==> src/rtl/rle_codec_pkg.sv <==
`timescale 1ns/1ps
package rle_codec_pkg;

    localparam int BYTE_W = 8;
    localparam int CNT_W  = BYTE_W - 1;

    // Run being collected on the send side
    typedef struct packed {
        logic              vld;
        logic              close;
        logic [BYTE_W-1:0] val;
        logic [CNT_W-1:0]  cnt;    // copies minus one
    } run_t;

    // Symbol slot: an optional count in front of one final symbol
    typedef struct packed {
        logic              cnt_pend;
        logic [BYTE_W-1:0] cnt_sym;
        logic              dat_pend;
        logic [BYTE_W-1:0] dat_sym;
        logic              dat_flag;  // 1 = data, 0 = command
    } slot_t;

    typedef struct packed {
        run_t  run;
        slot_t slot;
    } tx_state_t;

    typedef struct packed {
        logic [CNT_W-1:0]  pend_cnt;
        logic              out_vld;
        logic [BYTE_W-1:0] out_val;
        logic [CNT_W-1:0]  rem;
        logic              chan_vld;
        logic [CNT_W-1:0]  chan_val;
    } rx_state_t;

    function automatic slot_t slot_from_run(run_t r);
        slot_t s;
        s.cnt_pend = (r.cnt != '0);
        s.cnt_sym  = {1'b0, r.cnt};
        s.dat_pend = 1'b1;
        s.dat_sym  = r.val;
        s.dat_flag = 1'b1;
        return s;
    endfunction

    function automatic slot_t slot_raw(logic [BYTE_W-1:0] b);
        slot_t s;
        s.cnt_pend = 1'b0;
        s.cnt_sym  = '0;
        s.dat_pend = 1'b1;
        s.dat_sym  = b;
        s.dat_flag = 1'b1;
        return s;
    endfunction

    function automatic slot_t slot_addr(logic [CNT_W-1:0] a);
        slot_t s;
        s.cnt_pend = 1'b0;
        s.cnt_sym  = '0;
        s.dat_pend = 1'b1;
        s.dat_sym  = {1'b1, a};
        s.dat_flag = 1'b0;
        return s;
    endfunction

endpackage

==> src/rtl/rle_tx_packer.sv <==
`timescale 1ns/1ps
module rle_tx_packer
    import rle_codec_pkg::*;
#(
    parameter int RUN_LIMIT = 128
) (
    input  logic              clk,
    input  logic              rst_n,
    input  logic              rle_en,
    input  logic              in_valid,
    output logic              in_ready,
    input  logic [BYTE_W-1:0] in_byte,
    input  logic              in_last,
    input  logic              addr_valid,
    output logic              addr_ready,
    input  logic [CNT_W-1:0]  addr_chan,
    output logic              sym_valid,
    input  logic              sym_ready,
    output logic [BYTE_W-1:0] sym_byte,
    output logic              sym_is_data
);

    localparam logic [CNT_W-1:0] CNT_LIM = CNT_W'(RUN_LIMIT - 1);

    tx_state_t q, d;
    logic      slot_free;
    logic      take_addr;
    logic      take_byte;
    logic      same_run;

    // The slot can be refilled when empty or when its last symbol leaves now
    assign slot_free  = !q.slot.dat_pend || (sym_ready && !q.slot.cnt_pend);
    assign addr_ready = slot_free && !q.run.vld;
    assign in_ready   = slot_free && !q.run.close && (rle_en || !q.run.vld) && !addr_valid;
    assign take_addr  = addr_valid && addr_ready;
    assign take_byte  = in_valid && in_ready;
    assign same_run   = q.run.vld && (in_byte == q.run.val) && (q.run.cnt != CNT_LIM);

    assign sym_valid   = q.slot.dat_pend;
    assign sym_byte    = q.slot.cnt_pend ? q.slot.cnt_sym : q.slot.dat_sym;
    assign sym_is_data = q.slot.cnt_pend ? 1'b0 : q.slot.dat_flag;

    always_comb begin
        d = q;
        // Drain one symbol per handshake
        if (q.slot.dat_pend && sym_ready) begin
            if (q.slot.cnt_pend) d.slot.cnt_pend = 1'b0;
            else                 d.slot.dat_pend = 1'b0;
        end
        if (take_addr) begin
            d.slot = slot_addr(addr_chan);
        end else if (take_byte) begin
            if (!rle_en) begin
                d.slot = slot_raw(in_byte);
            end else if (!q.run.vld) begin
                d.run.vld   = 1'b1;
                d.run.close = in_last;
                d.run.val   = in_byte;
                d.run.cnt   = '0;
            end else if (same_run) begin
                d.run.cnt   = q.run.cnt + CNT_W'(1);
                d.run.close = in_last;
            end else begin
                d.slot      = slot_from_run(q.run);
                d.run.vld   = 1'b1;
                d.run.close = in_last;
                d.run.val   = in_byte;
                d.run.cnt   = '0;
            end
        end else if (slot_free && q.run.vld &&
                     (q.run.close || !rle_en || addr_valid)) begin
            d.slot = slot_from_run(q.run);
            d.run  = '0;
        end
    end

    always_ff @(posedge clk or negedge rst_n) begin
        if (!rst_n) q <= '0;
        else        q <= d;
    end

endmodule

==> src/rtl/rle_rx_expander.sv <==
`timescale 1ns/1ps
module rle_rx_expander
    import rle_codec_pkg::*;
(
    input  logic              clk,
    input  logic              rst_n,
    input  logic              rx_valid,
    output logic              rx_ready,
    input  logic [BYTE_W-1:0] rx_byte,
    input  logic              rx_is_data,
    output logic              out_valid,
    input  logic              out_ready,
    output logic [BYTE_W-1:0] out_byte,
    output logic              chan_valid,
    input  logic              chan_ready,
    output logic [CNT_W-1:0]  chan_addr
);

    rx_state_t q, d;
    logic      out_free;
    logic      chan_free;
    logic      take;
    logic      is_addr;

    assign out_free  = !q.out_vld || (out_ready && q.rem == '0);
    assign chan_free = !q.chan_vld || chan_ready;
    assign rx_ready  = out_free && chan_free;
    assign take      = rx_valid && rx_ready;
    assign is_addr   = rx_byte[BYTE_W-1];

    assign out_valid  = q.out_vld;
    assign out_byte   = q.out_val;
    assign chan_valid = q.chan_vld;
    assign chan_addr  = q.chan_val;

    always_comb begin
        d = q;
        if (q.out_vld && out_ready) begin
            if (q.rem == '0) d.out_vld = 1'b0;
            else             d.rem     = q.rem - CNT_W'(1);
        end
        if (q.chan_vld && chan_ready) d.chan_vld = 1'b0;
        if (take) begin
            if (rx_is_data) begin
                d.out_vld  = 1'b1;
                d.out_val  = rx_byte;
                d.rem      = q.pend_cnt;
                d.pend_cnt = '0;
            end else if (is_addr) begin
                d.chan_vld = 1'b1;
                d.chan_val = rx_byte[CNT_W-1:0];
                d.pend_cnt = '0;
            end else begin
                d.pend_cnt = rx_byte[CNT_W-1:0];
            end
        end
    end

    always_ff @(posedge clk or negedge rst_n) begin
        if (!rst_n) q <= '0;
        else        q <= d;
    end

endmodule

==> src/rtl/rle_stream_codec.sv <==
`timescale 1ns/1ps
module rle_stream_codec
    import rle_codec_pkg::*;
#(
    parameter int RUN_LIMIT = 128
) (
    input  logic              clk,
    input  logic              rst_n,
    input  logic              cfg_rle_en,
    input  logic              in_valid,
    output logic              in_ready,
    input  logic [BYTE_W-1:0] in_byte,
    input  logic              in_last,
    input  logic              addr_valid,
    output logic              addr_ready,
    input  logic [CNT_W-1:0]  addr_chan,
    output logic              sym_valid,
    input  logic              sym_ready,
    output logic [BYTE_W-1:0] sym_byte,
    output logic              sym_is_data,
    input  logic              rx_valid,
    output logic              rx_ready,
    input  logic [BYTE_W-1:0] rx_byte,
    input  logic              rx_is_data,
    output logic              out_valid,
    input  logic              out_ready,
    output logic [BYTE_W-1:0] out_byte,
    output logic              chan_valid,
    input  logic              chan_ready,
    output logic [CNT_W-1:0]  chan_addr
);

    rle_tx_packer #(.RUN_LIMIT(RUN_LIMIT)) packer_i (
        .clk         (clk),
        .rst_n       (rst_n),
        .rle_en      (cfg_rle_en),
        .in_valid    (in_valid),
        .in_ready    (in_ready),
        .in_byte     (in_byte),
        .in_last     (in_last),
        .addr_valid  (addr_valid),
        .addr_ready  (addr_ready),
        .addr_chan   (addr_chan),
        .sym_valid   (sym_valid),
        .sym_ready   (sym_ready),
        .sym_byte    (sym_byte),
        .sym_is_data (sym_is_data)
    );

    rle_rx_expander expander_i (
        .clk        (clk),
        .rst_n      (rst_n),
        .rx_valid   (rx_valid),
        .rx_ready   (rx_ready),
        .rx_byte    (rx_byte),
        .rx_is_data (rx_is_data),
        .out_valid  (out_valid),
        .out_ready  (out_ready),
        .out_byte   (out_byte),
        .chan_valid (chan_valid),
        .chan_ready (chan_ready),
        .chan_addr  (chan_addr)
    );

endmodule

==> config.mk <==
export PLATFORM = sky130hd
export DESIGN_NAME = rle_stream_codec
export DESIGN_NICKNAME = d
export VERILOG_FILES = /design/src/rtl/rle_codec_pkg.sv /design/src/rtl/rle_tx_packer.sv /design/src/rtl/rle_rx_expander.sv /design/src/rtl/rle_stream_codec.sv
export SDC_FILE = /design/constraint.sdc
export NUM_CORES = 1
export LEC_CHECK = 0
export CORE_UTILIZATION = 59
export CTS_BUF_LIST = sky130_fd_sc_hd__clkbuf_4 sky130_fd_sc_hd__clkbuf_8
export CTS_CLUSTER_DIAMETER = 120
export DETAILED_ROUTE_END_ITERATION = 10
export DONT_BUFFER_PORTS = 1
export GPL_TIMING_DRIVEN = 1
export PLACE_DENSITY_LB_ADDON = 0.25
export SYNTH_ARGS = -nofsm -noshare
export SYNTH_HDL_FRONTEND = slang
export SYNTH_SLANG_ARGS = --single-unit
==> constraint.sdc <==
create_clock -name clk -period 1.9 [get_ports clk]
set_clock_uncertainty 0.05 [all_clocks]
set_input_delay 0.38 -clock clk [delete_from_list [all_inputs] [get_ports clk]]
set_output_delay 0.38 -clock clk [all_outputs]
set_load 0.005 [all_outputs]
**Yosys cells after proc, flatten, opt, wreduce, memory -nomap -nowiden**

Cells that the tools add are included.

- Bits in registers: 67
- ROM bits: 0
- Memories kept: 0
- Bits in writable memories: 0
- Input port bits: 34
- Word-level logic and storage cells: 91
- Output and inout port bits: 30
- Bits in latches: 0

- Reductions and logical operators: 40
- Mux-type cells: 26
- Add/subtract/negate cells: 2
- Div/mod/pow operators: 0
- Equal/unequal tests: 6
- Bitwise operators: 2
- Magnitude comparators: 0
- Multipliers: 0
- Shift-type cells: 0

Operator list:

| kind | count |
|---|---|
| two-way mux 19 bit | 4 |
| two-way mux 36 bit | 2 |
| two-way mux 7 bit | 5 |
| two-way mux 8 bit | 4 |
| two-way mux 24 bit | 1 |
| logical AND 1 bit | 17 |
| two-way mux 17 bit | 1 |
| two-way mux 16 bit | 1 |
| two-way mux 15 bit | 1 |
| AND reduction 3 bit | 3 |
| equality test 8 bit | 1 |
| logical NOT 1 bit | 8 |
| adder 7 x 1 -> 7 bit, second input constant | 1 |
| logical NOT 7 bit | 1 |
| two-way mux 1 bit | 7 |
| != test 7 bit, second input constant | 1 |
| nonzero test 7 bit | 1 |
| subtractor 7 x 1 -> 7 bit, second input constant | 1 |
| logical OR 1 bit | 6 |
| != test 4 x 2 -> 1 bit, second input constant | 1 |
| != test 4 x 3 -> 1 bit, second input constant | 1 |
| AND reduction 4 bit | 1 |
| != test 3 bit, second input constant | 1 |
| nonzero test 3 bit | 1 |
| other kinds (4) | 5 |

**Logic depth before layout (Yosys ltp)**

- Depth in word-level cells: 9
- Gate-level depth with buffers: 9
- Gate-level depth less buffers: 8

**By module**

A second synthesis with hierarchy kept.

- Cell total of the unflattened synthesis: 314
- Area, all modules: 3427.0 µm²

Modules (own cells, without submodules):

| module | instances | sequential area each (µm²) | cells each | area an instance (µm²) |
|---|---|---|---|---|
| rle_tx_packer | 1 | 875.8 | 199 | 1941.9 |
| rle_rx_expander | 1 | 775.7 | 115 | 1485.2 |

**Worst setup path before layout**

Ideal clock, no wire load.

- Kind: flip-flop to flip-flop
- Start point: register packer_i.q[19] (netlist bit)
- End point: register packer_i.q[1] (netlist bit)
- Stages on the path, launching flop included: 10
- Period minus slack after synthesis: 2.142 ns
- Setup time: 0.126 ns
- Data required time: 1.724 ns
- Path slack: -0.242 ns
- Buffers on the path: 2
- Arrival: 1.966 ns
- Cells stage by stage: dfrtp_1 > ha_1 > nand3_2 > nor2_4 > a2111oi_4 > nor2b_2 > buf_6 > and2_4 > buf_6 > a221o_1

- Cells in the longest elaborated chain, start to end: 4

Ends and longest elaborated chain:

| element | line | source |
|---|---|---|
| start: declaration | rle_tx_packer.sv:25 | `tx_state_t q, d;` |
| start signal: assignment | rle_tx_packer.sv:78 | `if (!rst_n) q <= '0;` |
| start signal: assignment | rle_tx_packer.sv:79 | `else q <= d;` |
| != test 7 bit | rle_tx_packer.sv:37 | `assign same_run = q.run.vld && (in_byte == q.run.val) && (q.run.cnt != CNT_LIM);` |
| logical AND 1 bit | rle_tx_packer.sv:37 |  |
| != test 4 x 3 -> 1 bit (no source line) | - |  |
| AND reduction 3 bit (no source line) | - |  |

No other way between the ends.
A chain may end at the register's enable or synchronous reset.

**Final worst setup path**

- Start point: register packer_i.q[26] (netlist bit)
- End point: register packer_i.q[4] (netlist bit)

- Cells in the longest elaborated chain, start to end: 5

Ends and longest elaborated chain:

| element | line |
|---|---|
| equality test 8 bit | rle_tx_packer.sv:37 |
| logical AND 1 bit (2 in series) | rle_tx_packer.sv:37 |
| != test 4 x 3 -> 1 bit (no source line) | - |
| AND reduction 3 bit (no source line) | - |

No other way between the ends.

==> results.md <==
| Metric | Reported | Unit |
| --- | --- | --- |
| Maximum single-stage delay on the critical path | 0.43 | ns |
| CP Class | reg -> reg | - |
| Most common library cell in the layout ignoring fill and taps | dfrtp_1 | - |
| Final cell area excluding filler cells | 0.00433 | sq mm |
| Syn. warnings | 0 | - |
| Fin util | 78.1 | % |
| Slowest-stage cell, CP | dfrtp_1 | - |
| Share of the synthesized area in compound gates (AO/OA/AOI/OAI) | 19.7 | % |
| Final nets | 403 | - |
| Failing checks | hold timing, setup timing | - |
| Number of distinct library cell variants in the gate-level netlist after synthesis | 51 | - |
| Final WL | 8.58 | mm |
| Basic-gate share of the synthesized area counting and, or, nand and nor cells | 12.8 | % |
| Kind of launch point of the worst setup path | flip-flop | - |
| Post-Place Cell Area | 0.00373 | sq mm |
| Net Count, Synth | 360 | - |
| Fraction of layout instances using a drive strength above 1 | 37.7 | % |
| I/O pin count | 64 | - |
| Count of input and output buffers | 0 | - |
| Achievable clock frequency | 484 | MHz |
| Actual slew at the worst max-slew pin | 0.466 | ns |
| Kind of end point of the critical path | flip-flop | - |
| Per-instance average area after synthesis | 10.5 | sq um |
| Slew headroom | 68.8 | % |
| First DRT Iteration DRCs | 180 | - |
| Global Route Usage Sum | 28.3 | % |
| Status | complete, but fails checks | - |
| Post-synthesis to final-layout area growth | 27.4 | % |
| Overall die width | 77.9 | microns |
| Count of state elements after synthesis | 66 | - |
| Post-synthesis sequential area ratio | 48.6 | % |
| Avg WL per Cell | 19.4 | microns |
| Clock Sinks | 66 | - |
| Initial antenna violation count | 0 | - |
| Register clock-pin slew on the reported worst setup and hold paths | 0.08 | ns |
| Main combinational cell family by area after synthesis | compound AO/OA/AOI/OAI gates | - |
| Arithmetic-cell share of the synthesized area counting full adders, half adders and majority gates | 1.10 | % |
| Asr flop ratio synth | 100 | % |
| Die area | 0.00607 | sq mm |
| Power density over the cells | 1450 | mW/mm^2 |
| # rows | 27 | - |
| DIE HEIGHT | 77.9 | microns |
| Total global routing overflow | 0 | - |
| Vias per cell | 6.10 | - |
| Number of max-slew violations in the final report | 0 | - |
| Latest clock arrival within the worst-skew pair | 0.35 | ns |
| RSZ-0062 raised after global routing | yes | - |
| Final count of negative-setup-slack endpoints | 44 | - |
| Antenna viol nets, final | 0 | - |
| Summed instance area of the synthesized netlist | 0.00340 | sq mm |
| LEAKAGE | 1.98 | nW |
| Number of H-tree branching levels | 3 | - |
| Start of the worst register-to-register path | packer_i.q[26] | - |
| Commonest cells after routing, fill and taps aside | dfrtp_1, buf_4, nand2_1, o21ai_0, a21oi_1 | - |
| Routed vias | 2702 | - |
| Worst path bufs/invs | 1 | - |
| IR Drop Worst-Case VDD | 0.000921 | V |
| Clock period minus worst slack | 2.07 | ns |
| Estimated wirelength of the detail-placed design | 5.39 | mm |
| CTS tree | built | - |
| Data required time of the critical path | 2.08 | ns |
| Clock Tree Root | clkbuf_8 | - |
| DP Worst Slack | -0.178 | ns |
| Sequence of cells on the critical path | xnor2_2 -> nand3_2 -> a2111oi_4 -> buf_4 -> nor2b_4 -> and2_4 -> a221o_1 | - |
| Max Buffers Root-to-Sink | 2 | - |
| Vias in the first global route | 2623 | - |
| Final critical-path setup slack | -0.168 | ns |
| Worst endpoint data arrival time | 2.25 | ns |
| Crit. Startpoint | packer_i.q[26] | - |
| RePlAce Congestion | 0.839 | - |
| Max-capacitance violation count | 0 | - |
| Global-route wire length before repair | 13.0 | mm |
| Total inserted antenna cells | 0 | - |
| Final worst-path cycle share | 109 | % |
| Std-Cell Core Area | 0.00554 | sq mm |
| Top cell family by delay on the critical path | compound AO/OA/AOI/OAI gates | - |
| Number of enable-type register cells in the synthesized netlist | 0 | - |
| Biggest fanout along the worst timing path | 8 | - |
| Setup tns final | -4.97 | ns |
| Cell count after synthesis | 323 | - |
| Leading register cell type out of synthesis | dfrtp_1 | - |
| Hold WC Path Type | in -> async | - |
| Hold slack | -0.330 | ns |
| Initial standard-cell utilization of the core | 61.3 | % |
| Number of iterations in the first detailed-routing pass | 4 | - |
| Clock buffer count from CTS | 9 | - |
| Post-route DRC violation count | 0 | - |
| Synthesized-area fraction occupied by xor and xnor cells | 2.84 | % |
| Share of cell area taken by muxes after synthesis | 7.92 | % |
| Pin count of the biggest net entering global routing | 67 | - |
| Hold Fails Final Rpt | 66 | - |
==> layout make-up <==
class,instances,area (sq um)
Multi-Input combinational cell,214,1770
Sequential cell,66,1650
Fill cell,336,1210
Timing Repair Buffer,58,526
Clock buffer,9,124
Clock inverter,7,100
Tap cell,72,90.1
Inverter,17,63.8
==> metal layers <==
metal,vias up,track usage [%],wire length (microns)
li1,1226,-,-
met1,1329,35.6,3600
met2,121,46.0,4210
met3,26,8.59,596
met4,0,10.4,175
met5,-,0,0
==> final timing paths <==
path / endpoint / depth (start not counted) / slack, ns
worst min register to register: packer_i.q[0] / 1 / 0.44
worst max-delay path: packer_i.q[4] / 7 / -0.17
min in group clk: packer_i.q[30] / 1 / 0.11
max in group asynchronous: expander_i.q[28] / 0 / 2.03
worst max register to register: packer_i.q[4] / 7 / -0.17
worst min-delay path: expander_i.q[9] / 0 / -0.33
==> registers in the layout, summed over array words and instances, names as in the netlist <==
| signal | flops |
|---|---|
| expander_i.chan_valid | 1 |
| expander_i.out_byte | 8 |
| packer_i.sym_valid | 1 |
| expander_i.out_valid | 1 |
| packer_i.q | 34 |
| expander_i.chan_addr | 7 |
| expander_i.q | 14 |
==> metrics by stage <==
stage,std cells,total power [mW]
5_1_grt,443,6.58
6_report,443,6.29
2_1_floorplan,323,3.77
4_1_cts,436,5.92
3_3_place_gp,415,4.25
3_5_place_dp,415,4.33
==> cells in the mapped netlist (2+ instances only) <==
library cell | count | area share (%)
nand2_1 | 33 | 3.6
mux2_2 | 23 | 7.6
a31oi_1 | 2 | 0.37
xnor2_1 | 9 | 2.3
buf_6 | 2 | 0.66
ha_1 | 3 | 1.1
dfrtp_1 | 66 | 49
buf_2 | 2 | 0.29
o21a_1 | 4 | 0.88
nor4_1 | 3 | 0.55
a21oi_1 | 18 | 2.7
buf_4 | 16 | 3.5
a221o_1 | 8 | 2.4
clkbuf_1 | 5 | 0.55
nor2_1 | 17 | 1.9
nand3b_1 | 3 | 0.66
nor2b_1 | 7 | 1.3
o31ai_1 | 2 | 0.44
inv_1 | 17 | 1.9
nand3_1 | 2 | 0.29
o21ai_0 | 28 | 4.1
or2b_2 | 2 | 0.52
a22o_2 | 8 | 2.4
or2_2 | 2 | 0.37
xor2_1 | 2 | 0.52
nor3_1 | 3 | 0.44
a21o_1 | 3 | 0.66
a22o_1 | 10 | 2.6
==> power by group <==
group          switching, mW  internal, mW  total, mW
Combinational           1.17          1.47       2.64
Sequential             0.387          1.90       2.29
Clock                  0.607         0.750       1.36
Total                   2.16          4.12       6.29
==> cells by family (layout without fill, tap and decap cells) <==
| kind of cell | Yosys count | count (layout) |
|---|---|---|
| simple gates | 84 | 84 |
| buf+inv | 43 | 91 |
| flops | 66 | 66 |
| xor+xnor | 11 | 11 |
| mux | 24 | 24 |
| fa+ha+maj | 3 | 3 |
| compound gates | 92 | 92 |
==> worst reg2reg max path: cells and delay by family, from the launching register on <==
kind | cells | cell delay [ns]
compound gates | 2 | 0.72
flops | 1 | 0.43
simple gates | 3 | 0.37
xor+xnor | 1 | 0.19
buf+inv | 1 | 0.19
==> what timing repair did <==
action	4_1_cts	5_1_grt
pin swaps	21	22
cloned	0	2
endpoints found under the hold margin	66	66
buffers inserted	6	6
gates resized for setup	37	21
endpoints found under the setup margin	57	61
No activity file was read; power rests on OpenSTA's default activity.
